<file path="src/rtl/pqgate_pkg.sv">
package pqgate_pkg;

  typedef logic [1:0] pq_t;

  localparam pq_t PQ_RDY  = 2'b00;
  localparam pq_t PQ_OFF  = 2'b01;
  localparam pq_t PQ_PEND = 2'b10;
  localparam pq_t PQ_QUED = 2'b11;

  localparam logic [2:0] OP_TRIG = 3'b000;
  localparam logic [2:0] OP_EOI  = 3'b001;
  localparam logic [2:0] OP_READ = 3'b010;

  typedef struct packed {
    logic trig;
    logic eoi;
    logic rd;
    logic set;
    pq_t  setVal;
  } mgmt_strb_t;

  typedef struct packed {
    pq_t  nxt;
    logic fwd;
  } step_t;

  // Effect of one trigger on a state
  function automatic step_t trigStep(pq_t cur);
    step_t s;
    case (cur)
      PQ_RDY:           s = '{nxt: PQ_PEND, fwd: 1'b1};
      PQ_PEND, PQ_QUED: s = '{nxt: PQ_QUED, fwd: 1'b0};
      default:          s = '{nxt: cur,     fwd: 1'b0};
    endcase
    return s;
  endfunction

  // Effect of end of interrupt; fwd doubles as the load answer
  function automatic step_t eoiStep(pq_t cur, logic lvlSrc, logic lvlHigh);
    step_t s;
    if (cur[0])               s = '{nxt: PQ_PEND, fwd: 1'b1};
    else if (lvlSrc && lvlHigh) s = '{nxt: PQ_PEND, fwd: 1'b1};
    else                      s = '{nxt: PQ_RDY,  fwd: 1'b0};
    return s;
  endfunction

endpackage

</file>
<file path="src/rtl/pq_mgmt_ctrl.sv">
module pq_mgmt_ctrl
  import pqgate_pkg::*;
#(
  parameter int SRC_W = 4
) (
  input  logic             mgmtValid,
  input  logic [2:0]       mgmtOp,
  input  logic [SRC_W-1:0] mgmtSrc,
  output mgmt_strb_t       strb,
  output logic [SRC_W-1:0] tgtSrc
);

  assign tgtSrc = mgmtSrc;

  always_comb begin
    strb = '0;
    if (mgmtValid) begin
      if (mgmtOp[2]) begin
        strb.set    = 1'b1;
        strb.setVal = mgmtOp[1:0];
      end else begin
        case (mgmtOp)
          OP_TRIG: strb.trig = 1'b1;
          OP_EOI:  strb.eoi  = 1'b1;
          OP_READ: strb.rd   = 1'b1;
          default: strb      = '0;
        endcase
      end
    end
  end

endmodule

</file>
<file path="src/rtl/pq_state_dp.sv">
module pq_state_dp
  import pqgate_pkg::*;
#(
  parameter int                  NUM_SRC    = 16,
  parameter int                  SRC_W      = 4,
  parameter logic [NUM_SRC-1:0]  LEVEL_MASK = '0
) (
  input  logic               clk,
  input  logic               rstN,
  input  logic [NUM_SRC-1:0] srcIn,
  input  mgmt_strb_t         strb,
  input  logic [SRC_W-1:0]   tgtSrc,
  output logic               rdValid,
  output logic [1:0]         rdData,
  output logic               fwdValid,
  output logic [SRC_W-1:0]   fwdSrc
);

  pq_t                pqQ    [NUM_SRC];
  pq_t                pqNext [NUM_SRC];
  logic [NUM_SRC-1:0] newFwd;
  logic [NUM_SRC-1:0] pendQ;
  logic [NUM_SRC-1:0] grant;
  logic [SRC_W-1:0]   pickIdx;
  logic               rdValidQ;
  logic [1:0]         rdDataQ;

  // Per-source next state: management op first, then the hardware trigger
  for (genvar i = 0; i < NUM_SRC; i++) begin : g_src
    logic  touch;
    logic  hwTrig;
    step_t mStep;
    step_t hStep;

    assign touch = (tgtSrc == SRC_W'(i)) && (strb.trig || strb.eoi || strb.set);

    if (LEVEL_MASK[i]) begin : g_level
      logic prevQ;
      always_ff @(posedge clk) begin
        if (!rstN) prevQ <= 1'b0;
        else       prevQ <= srcIn[i];
      end
      assign hwTrig = srcIn[i] && !prevQ;
    end else begin : g_msg
      assign hwTrig = srcIn[i];
    end

    always_comb begin
      mStep = '{nxt: pqQ[i], fwd: 1'b0};
      if (touch) begin
        if (strb.trig)     mStep = trigStep(pqQ[i]);
        else if (strb.eoi) mStep = eoiStep(pqQ[i], LEVEL_MASK[i], srcIn[i]);
        else               mStep = '{nxt: strb.setVal, fwd: 1'b0};
      end
    end

    always_comb begin
      if (hwTrig) hStep = trigStep(mStep.nxt);
      else        hStep = '{nxt: mStep.nxt, fwd: 1'b0};
    end

    assign pqNext[i] = hStep.nxt;
    assign newFwd[i] = mStep.fwd || hStep.fwd;


    // pending bit survives hardware triggers when no management op touches it
    pend_hold_chk: assert property (@(posedge clk) disable iff (!rstN)
      (pqQ[i][1] && !touch) |=> pqQ[i][1]);


    // an off source stays off unless management rewrites it
    off_hold_chk: assert property (@(posedge clk) disable iff (!rstN)
      (pqQ[i] == PQ_OFF && !touch) |=> pqQ[i] == PQ_OFF);
  end

  // Load response path
  pq_t  oldPq;
  logic eoiRet;
  assign oldPq  = pqQ[tgtSrc];
  assign eoiRet = eoiStep(oldPq, LEVEL_MASK[tgtSrc], srcIn[tgtSrc]).fwd;

  // Lowest-index pick among waiting events
  always_comb begin
    grant   = '0;
    pickIdx = '0;
    for (int i = NUM_SRC - 1; i >= 0; i--) begin
      if (pendQ[i]) begin
        grant   = '0;
        grant[i] = 1'b1;
        pickIdx = SRC_W'(i);
      end
    end
  end

  always_ff @(posedge clk) begin
    if (!rstN) begin
      for (int i = 0; i < NUM_SRC; i++) pqQ[i] <= PQ_OFF;
      pendQ    <= '0;
      rdValidQ <= 1'b0;
      rdDataQ  <= '0;
    end else begin
      for (int i = 0; i < NUM_SRC; i++) pqQ[i] <= pqNext[i];
      pendQ    <= (pendQ & ~grant) | newFwd;
      rdValidQ <= strb.eoi || strb.rd || strb.set;
      rdDataQ  <= strb.eoi ? {1'b0, eoiRet} : oldPq;
    end
  end

  assign rdValid  = rdValidQ;
  assign rdData   = rdDataQ;
  assign fwdValid = |pendQ;
  assign fwdSrc   = pickIdx;


  reset_idle_chk: assert property (@(posedge clk) disable iff (!rstN)
    $rose(rstN) |-> (pendQ == '0) && !rdValidQ);


  read_resp_chk: assert property (@(posedge clk) disable iff (!rstN)
    strb.rd |=> rdValid);


  eoi_requeue_chk: assert property (@(posedge clk) disable iff (!rstN)
    (strb.eoi && oldPq == PQ_QUED) |=> rdValid && rdData == 2'b01 && pendQ[$past(tgtSrc)]);


  grant_clear_chk: assert property (@(posedge clk) disable iff (!rstN)
    (fwdValid && !newFwd[fwdSrc]) |=> !pendQ[$past(fwdSrc)]);

endmodule

</file>
<file path="src/rtl/pq_event_gate.sv">
module pq_event_gate
  import pqgate_pkg::*;
#(
  parameter int                 NUM_SRC    = 16,
  parameter int                 SRC_W      = $clog2(NUM_SRC),
  parameter logic [NUM_SRC-1:0] LEVEL_MASK = 16'hF000
) (
  input  logic               clk,
  input  logic               rstN,
  input  logic [NUM_SRC-1:0] srcIn,
  input  logic               mgmtValid,
  input  logic [2:0]         mgmtOp,
  input  logic [SRC_W-1:0]   mgmtSrc,
  output logic               rdValid,
  output logic [1:0]         rdData,
  output logic               fwdValid,
  output logic [SRC_W-1:0]   fwdSrc
);

  mgmt_strb_t       strb;
  logic [SRC_W-1:0] tgtSrc;

  pq_mgmt_ctrl #(.SRC_W(SRC_W)) u_ctrl (
    .mgmtValid (mgmtValid),
    .mgmtOp    (mgmtOp),
    .mgmtSrc   (mgmtSrc),
    .strb      (strb),
    .tgtSrc    (tgtSrc)
  );

  pq_state_dp #(
    .NUM_SRC    (NUM_SRC),
    .SRC_W      (SRC_W),
    .LEVEL_MASK (LEVEL_MASK)
  ) u_dp (
    .clk      (clk),
    .rstN     (rstN),
    .srcIn    (srcIn),
    .strb     (strb),
    .tgtSrc   (tgtSrc),
    .rdValid  (rdValid),
    .rdData   (rdData),
    .fwdValid (fwdValid),
    .fwdSrc   (fwdSrc)
  );


  resv_quiet_chk: assert property (@(posedge clk) disable iff (!rstN)
    (mgmtValid && mgmtOp == 3'b011) |=> !rdValid);

endmodule

</file>
<file path="config.mk">
export PLATFORM = sky130hd
export DESIGN_NAME = pq_event_gate
export DESIGN_NICKNAME = d
export VERILOG_FILES = /design/src/rtl/pqgate_pkg.sv /design/src/rtl/pq_mgmt_ctrl.sv /design/src/rtl/pq_state_dp.sv /design/src/rtl/pq_event_gate.sv
export SDC_FILE = /design/constraint.sdc
export NUM_CORES = 1
export LEC_CHECK = 0
export BUFFER_PORTS_ARGS = -buffer_cell sky130_fd_sc_hd__buf_2
export CORE_UTILIZATION = 54
export DETAILED_ROUTE_END_ITERATION = 10
export GPL_TIMING_DRIVEN = 0
export HOLD_SLACK_MARGIN = 0.02
export PLACE_DENSITY = 0.8
export SKIP_LAST_GASP = 1
export SLEW_MARGIN = 10
export SYNTH_ARGS = -nofsm -noshare
export SYNTH_HDL_FRONTEND = slang
export SYNTH_SLANG_ARGS = --single-unit
export TNS_END_PERCENT = 10
</file>
<file path="constraint.sdc">
create_clock -name clk -period 1.5 [get_ports clk]
set_input_delay 0 -clock clk [delete_from_list [all_inputs] [get_ports clk]]
set_output_delay 0 -clock clk [all_outputs]
set_load 0.1 [all_outputs]
</file>
# [Word level (Yosys, flattened, before mapping)]
# Memories as Yosys holds them, arrays and structs flattened.
# Cells that the tools add are included.
[op_classes] magnitude_cmp=1 eq_ne=81 n_mux=178 n_bitwise=20 n_reduce_logical=113
[op_table] cell="two-way mux 3 bit" count=86
[op_table] cell="two-way mux 16 bit" count=16
[op_table] cell="one-hot mux 3 bit (2 select lines)" count=32
[op_table] cell="equality test 2 bit, second input constant" count=64
[op_table] cell="OR reduction 2 bit" count=33
[op_table] cell="logical NOT 2 bit" count=32
[op_table] cell="two-way mux 4 bit" count=16
[op_table] cell="equality test 4 bit, second input constant" count=8
[op_table] cell="two-way mux 2 bit" count=16
[op_table] cell="logical AND 1 bit" count=21
[op_table] cell="logical OR 1 bit" count=20
[op_table] cell="bitwise AND 16 bit" count=1
[op_table] cell="equality test 4 x 3 -> 1 bit, second input constant" count=4
[op_table] cell="inverter 16 bit" count=1
[op_table] cell="bitwise OR 1 bit" count=16
[op_table] cell="bitwise OR 16 bit" count=1
[op_table] cell="OR reduction 16 bit" count=1
[op_table] cell="two-way mux 1 bit" count=10
[op_table] cell="equality test 4 x 2 -> 1 bit, second input constant" count=2
[op_table] cell="two-way mux 6 bit" count=1
[op_table] cell="less-than comparator 4 x 5 -> 1 bit, second input constant" count=1
[op_table] cell="binary-select mux 1 bit (select 4 bit)" count=1
[op_table] cell="equality test 4 x 1 -> 1 bit, second input constant" count=1
[op_table] cell="logical NOT 1 bit" count=4
[op_table] cell="other kinds (5)" count=5
[totals] reg_bits=23 ramBits=32 rom_bits=16 input_bits=26 output_inout_bits=8 word_cells=403 mem_count=2
[memory_table] name="u_dp.pqQ" depth=16 width=2 rd=17 rd_clocked_by_memory_dff=0 write_ports=16 line="pq_state_dp.sv:19" rtl="pq_t pqQ [NUM_SRC];"
[memory_table] name="(name not given)" depth=16 width=1 rd=1 rd_clocked_by_memory_dff=0 write_ports=0 line="pq_state_dp.sv:80" rtl="assign eoiRet = eoiStep(oldPq, LEVEL_MASK[tgtSrc], srcIn[tgtSrc]).fwd;"

# [Logic depth before layout (Yosys ltp)]
[depth] depth_word=19 depth_mapped=8 ltp_nobuf=5

# [By module]
# From an unflattened synthesis, not the netlist that was laid out.
[hier_totals] cells_unflattened=488 hier_area_um2=3796.1
[by_module_without_submodules] mod="pq_state_dp" n_inst=1 cells_each=478 area_per_inst_um2=3703.6 seq_area_each_um2=1101.1
[by_module_without_submodules] mod="pq_mgmt_ctrl" n_inst=1 cells_each=10 area_per_inst_um2=92.6 seq_area_each_um2=0.0

# [Worst setup path before layout]
# OpenSTA, ideal clock, no wires.
[synth_path] kind="register to output" startpoint="register u_dp.pendQ[13]" endpoint="output port fwdSrc[1]" arrival_time_ps=3017 required_ps=1500 setup_slack_ps=-1517 path_stages_with_launch=6 path_buffers=0 path_cell_list="dfxtp_1 > nor2_1 > o21ai_0 > a211oi_1 > o31ai_1 > a21boi_0"
[synth_via] elab_chain_len=14
[synth_lines] element="start: declaration" line="pq_state_dp.sv:22" rtl="logic [NUM_SRC-1:0] pendQ;"
[synth_lines] element="start signal: assignment" line="pq_state_dp.sv:103" rtl="pendQ <= (pendQ & ~grant) | newFwd;"
[synth_lines] element="two-way mux 4 bit (14 in a row)" line="pq_state_dp.sv:87" rtl="if (pendQ[i]) begin"
[synth_lines] element="end: declaration" line="pq_event_gate.sv:17" rtl="output logic [SRC_W-1:0] fwdSrc"
# No other way between the ends.

# [Worst setup path in the final report]
[layout_path] startpoint="input port mgmtSrc[0]" endpoint="register u_dp.pendQ[9]"
[layout_via] elab_chain_len=9 word_cells_on_any_way=11 classes_between="eq/ne: 3; mux: 3; bitwise: 1; reduce/logical: 4"
[layout_lines] element="start: declaration" line="pq_event_gate.sv:13" rtl="input logic [SRC_W-1:0] mgmtSrc,"
[layout_lines] element="equality test 4 bit *" line="pq_state_dp.sv:35" rtl="assign touch = (tgtSrc == SRC_W'(i)) && (strb.trig || strb.eoi || strb.set);"
[layout_lines] element="logical AND 1 bit *" line="pq_state_dp.sv:35"
[layout_lines] element="two-way mux 3 bit *" line="pq_state_dp.sv:50" rtl="if (touch) begin"
[layout_lines] element="equality test 2 bit" line="pqgate_pkg.sv:30" rtl="case (cur)"
[layout_lines] element="OR reduction 2 bit" line="pqgate_pkg.sv:30"
[layout_lines] element="one-hot mux 3 bit (2 select lines)" line="pqgate_pkg.sv:30"
[layout_lines] element="two-way mux 3 bit" line="pq_state_dp.sv:58" rtl="if (hwTrig) hStep = trigStep(mStep.nxt);"
[layout_lines] element="logical OR 1 bit *" line="pq_state_dp.sv:63" rtl="assign newFwd[i] = mStep.fwd || hStep.fwd;"
[layout_lines] element="bitwise OR 16 bit *" line="pq_state_dp.sv:103"
# Every way passes the cells marked *; elsewhere a longest branch is shown, timed or not.
# A chain may end at the register's enable or synchronous reset.

==> impl_summary.txt <==
----------------------------------------------------
[Clock network]
  Clock net sink count ... 55
  Clock latency on the worst-skew pair ... 0.32 ns
  Buffer type at the clock tree root ... clkbuf_8
  Largest buffer count on any clock path ... 2
  Deepest level of the CTS H-tree ... 2
  TritonCTS clock tree ... built
  Register clock-pin slew on the reported worst setup and hold paths ... 0.10 ns
  Cts bufs inserted ... 5

[Die]
  Die boundary height ... 90.0 um
  Horizontal die dimension ... 90.0 um
  Number of placement rows ... 31
  Placeable core region ... 7370 sq um
  Initial cell density of the core ... 56.8%
  Overall die area ... 8100 sq um
  Top-Level Pins ... 34

[Worst hold path]
  Type of the worst min-delay path ... in -> reg

[GRT]
  GR met3 Demand/Resource ... 10.1%
  Pin count of the biggest net entering global routing ... 17
  Remaining global-route overflow ... 0
  Number of global-route vias before repair ... 4603
  Global routing usage summed across all routing layers ... 40.3%
  Global routing's busiest layer ... met2
  Met1 layer usage reported by global route ... 53.5%
  GRT met2 Usage ... 61.8%
  First-pass GRT wire length ... 25300 um
  Antenna violations before repair ... 0

[Synth]
  Synth cell count leaders ... 55 x dfxtp_1, 45 x nand2_1, 43 x a21oi_1
  FF+latch count, synth ... 55
  Mapped Nets ... 562
  Cell variety after synth ... 76
  Fraction of the yosys area taken by sequential cells ... 26.3%
  Mapped cell area ... 4180 sq um
  Count of flip-flops with a built-in enable after synthesis ... 0
  Dominant cell by count in the synthesized netlist ... dfxtp_1
  Xor-xnor portion of the synthesized cell area ... 0.209%
  Top FF cell, synth ... dfxtp_1
  Top-area cell type share of the netlist area ... 26.3%
  Post-synthesis simple-gate area fraction ... 25.1%
  Combinational family with the most area after synthesis ... compound AO/OA/AOI/OAI gates
  Multiplexer area fraction after synthesis ... 5.35%
  Largest area contributor in the netlist ... dfxtp_1
  Compound-cell area share of the yosys netlist ... 35.4%
  Post-Synth Adder-Cell Area ... 0%
  Average footprint of a synthesized cell ... 7.81 sq um
  Biggest area contributors in the synthesized netlist ... dfxtp_1 26%, a21oi_1 5.1%, mux4_2 4.8%
  Fraction of registers with async set/reset ... 0%
  Number of standard cells after synthesis ... 536
  Syn. warnings ... 0

[Run]
  Max-cap violations ... 0

[Timing]
  Number of failing setup endpoints in the final timing report ... 43
  Max Slew Vio Count ... 0
  Period utilization ... 118%
  Worst max-slew margin expressed relative to the limit ... 49.5%
  Minimum clock period ... 1.76 ns
  Final WS setup ... -0.265 ns
  Final hold slack ... 0.0364 ns
  Maximum clock rate ... 567 MHz
  Aggregate negative setup slack ... -5.89 ns
  Clock Skew ... 0.00463 ns
  Fin. Hold Viols ... 0
  RSZ-0062 raised after global routing ... yes
  Least-Margin Pin Slew ... 0.757 ns

[Placed design]
  Number of port buffers ... 31
  Post-detailed-placement cell area ... 4520 sq um
  Detailed-placement wirelength estimate ... 11700 um
  Weighted congestion reported at the end of routability-driven placement ... 0.986

[Status]
  Status ... complete, but fails checks
  Violations in the final reports ... negative setup slack

[Power]
  Internal power ... 0.00231 W
  Peak ir drop on the vdd network ... 0.552 mV
  Switching power share of the total ... 34.0%
  Reg power frac ... 43.8%
  Reported net switching power ... 0.00119 W
  Fraction of power consumed by combinational cells ... 27.6%
  Total power per unit cell area ... 688 nW/um^2
  Clock group share of total power ... 28.6%
  Leakage component of the power ... 1.80 nW
  Total power after layout ... 0.00350 W

[Final layout]
  Number of inserted filler cells in the final layout ... 644
  Utilization of the core after routing ... 69.0%
  Area growth from synthesis to layout ... 21.6%
  Final layout net count ... 623
  Design Area, Final ... 5090 sq um
  Fraction of layout instances using a drive strength above 1 ... 23.5%
  Diode count ... 0

[Routing]
  1st-pass router iterations ... 8
  WL final ... 16500 um
  Via count ... 4965
  Mean routed wirelength per cell ... 23.7 um
  Per-cell via count in the routed design ... 7.13
  Post-DRT Antenna Nets ... 0
  Number of DRC violations after detailed-routing iteration 0 ... 885
  Remaining DRCs ... 0

[Critical path]
  Endpoint kind of the worst setup timing path ... flop
  Worst EP required ... 1.75 ns
  Classification of the worst setup path ... in -> reg
  Worst EP arrival ... 2.01 ns
  Worst-path maximum fanout ... 10
  Type of origin of the critical path ... primary input

----------------------------------------------------
[cells in the final DEF (no fill, tap or decap), types with 5 or more instances in the layout]
master | synthesis | layout
a21oi_1 | 43 | 42
a31oi_1 | 32 | 31
and3_1 | 5 | 5
buf_12 | 0 | 5
buf_2 | 17 | 42
buf_4 | 4 | 12
clkbuf_1 | 16 | 14
clkbuf_8 | 0 | 5
dfxtp_1 | 55 | 47
dlygate4sd3_1 | 0 | 15
inv_1 | 26 | 25
mux4_2 | 9 | 9
nand2_1 | 45 | 45
nand2b_1 | 10 | 10
nand4_1 | 5 | 5
nor2_1 | 33 | 29
nor2b_1 | 9 | 8
nor3_1 | 28 | 26
nor4b_1 | 5 | 5
o211ai_1 | 8 | 8
o21a_1 | 8 | 8
o21ai_0 | 18 | 14
o21bai_1 | 5 | 5
o311ai_0 | 8 | 7
o31a_1 | 5 | 5
o31ai_1 | 9 | 7
o41ai_1 | 6 | 6
or2_2 | 10 | 10
or3_1 | 10 | 9
[power by group through the flow]
stage,Clock (W),Sequential (W),Combinational (W)
after global routing,0.00107,0.00154,0.00100
final,0.00100,0.00153,0.000965
after detailed placement,0,0.00157,0.000810
after floorplan,0,0.00159,0.000527
after CTS,0.000989,0.00153,0.000918
after global placement,0,0.00157,0.000802
[state kept, by name, indices dropped and copies added, names as in the netlist]
signal                    cells
u_dp.rdData                   2
u_dp.pqQ                     32
u_dp.pendQ                   16
u_dp.g_src.g_level.prevQ      4
u_dp.rdValid                  1
[final cells by class]
class | count | area (sq um) | share of cell area (%)
timing repair buffer | 54 | 440 | 8.66
clock buffer | 5 | 68.8 | 1.35
tap | 99 | 124 | 2.43
buffer | 44 | 228 | 4.48
inverter | 27 | 101 | 1.99
multi-input combinational | 410 | 2970 | 58.3
sequential | 55 | 1120 | 22.0
clock inverter | 2 | 37.5 | 0.738
[critical path, cell delays in order]
cell	delay, ns
buf_2	0.12
buf_2	0.23
buf_2	0.32
nor2b_1	0.52
nand2_1	0.31
o31a_1	0.37
a21oi_1	0.13
[cell families (layout without fill, tap and decap cells)]
kind of cell	count (synthesis)	in the layout
DFF	55	55
buffers and inverters	71	132
muxes	11	11
xor gates and xnor gates	1	1
and+or+nand+nor	194	194
AOI/OAI and AO/OA	204	204
[through the flow]
step / std cells / worst slack, ns
2_1_floorplan: 536 / -0.179
3_3_place_gp: 666 / -0.581
3_5_place_dp: 666 / -0.633
4_1_cts: 697 / -0.241
5_1_grt: 696 / -0.332
6_report: 696 / -0.265
[final timing paths]
| path | depth (start not counted) | start | slack [ns] | endpoint |
|---|---|---|---|---|
| max reg2reg | 5 | u_dp.pqQ[11][0]$_SDFF_PN1_ | -0.22 | u_dp.rdData[0]$_SDFF_PN0_ |
| min reg2reg | 2 | u_dp.pendQ[14]$_SDFF_PN0_ | 0.53 | u_dp.pendQ[14]$_SDFF_PN0_ |
| min | 3 | srcIn[5] | 0.04 | u_dp.pqQ[5][0]$_SDFF_PN1_ |
| max | 7 | mgmtSrc[0] | -0.26 | u_dp.pendQ[9]$_SDFF_PN0_ |
[timing repair]
action	in CTS	in global routing
gates resized for setup	51	23
pin swaps	7	3
setup endpoints to repair	44	51
hold buffers	15	0
gates cloned	0	0
buffers inserted	10	1
hold endpoints to repair	20	0
[per-layer routing]
layer / vias to the layer above / share of wire, %
met5: - / 0
met1: 2281 / 39
met3: 68 / 13
met4: 0 / 3.7
li1: 2204 / -
met2: 412 / 44
No activity file was read; power rests on OpenSTA's default activity.
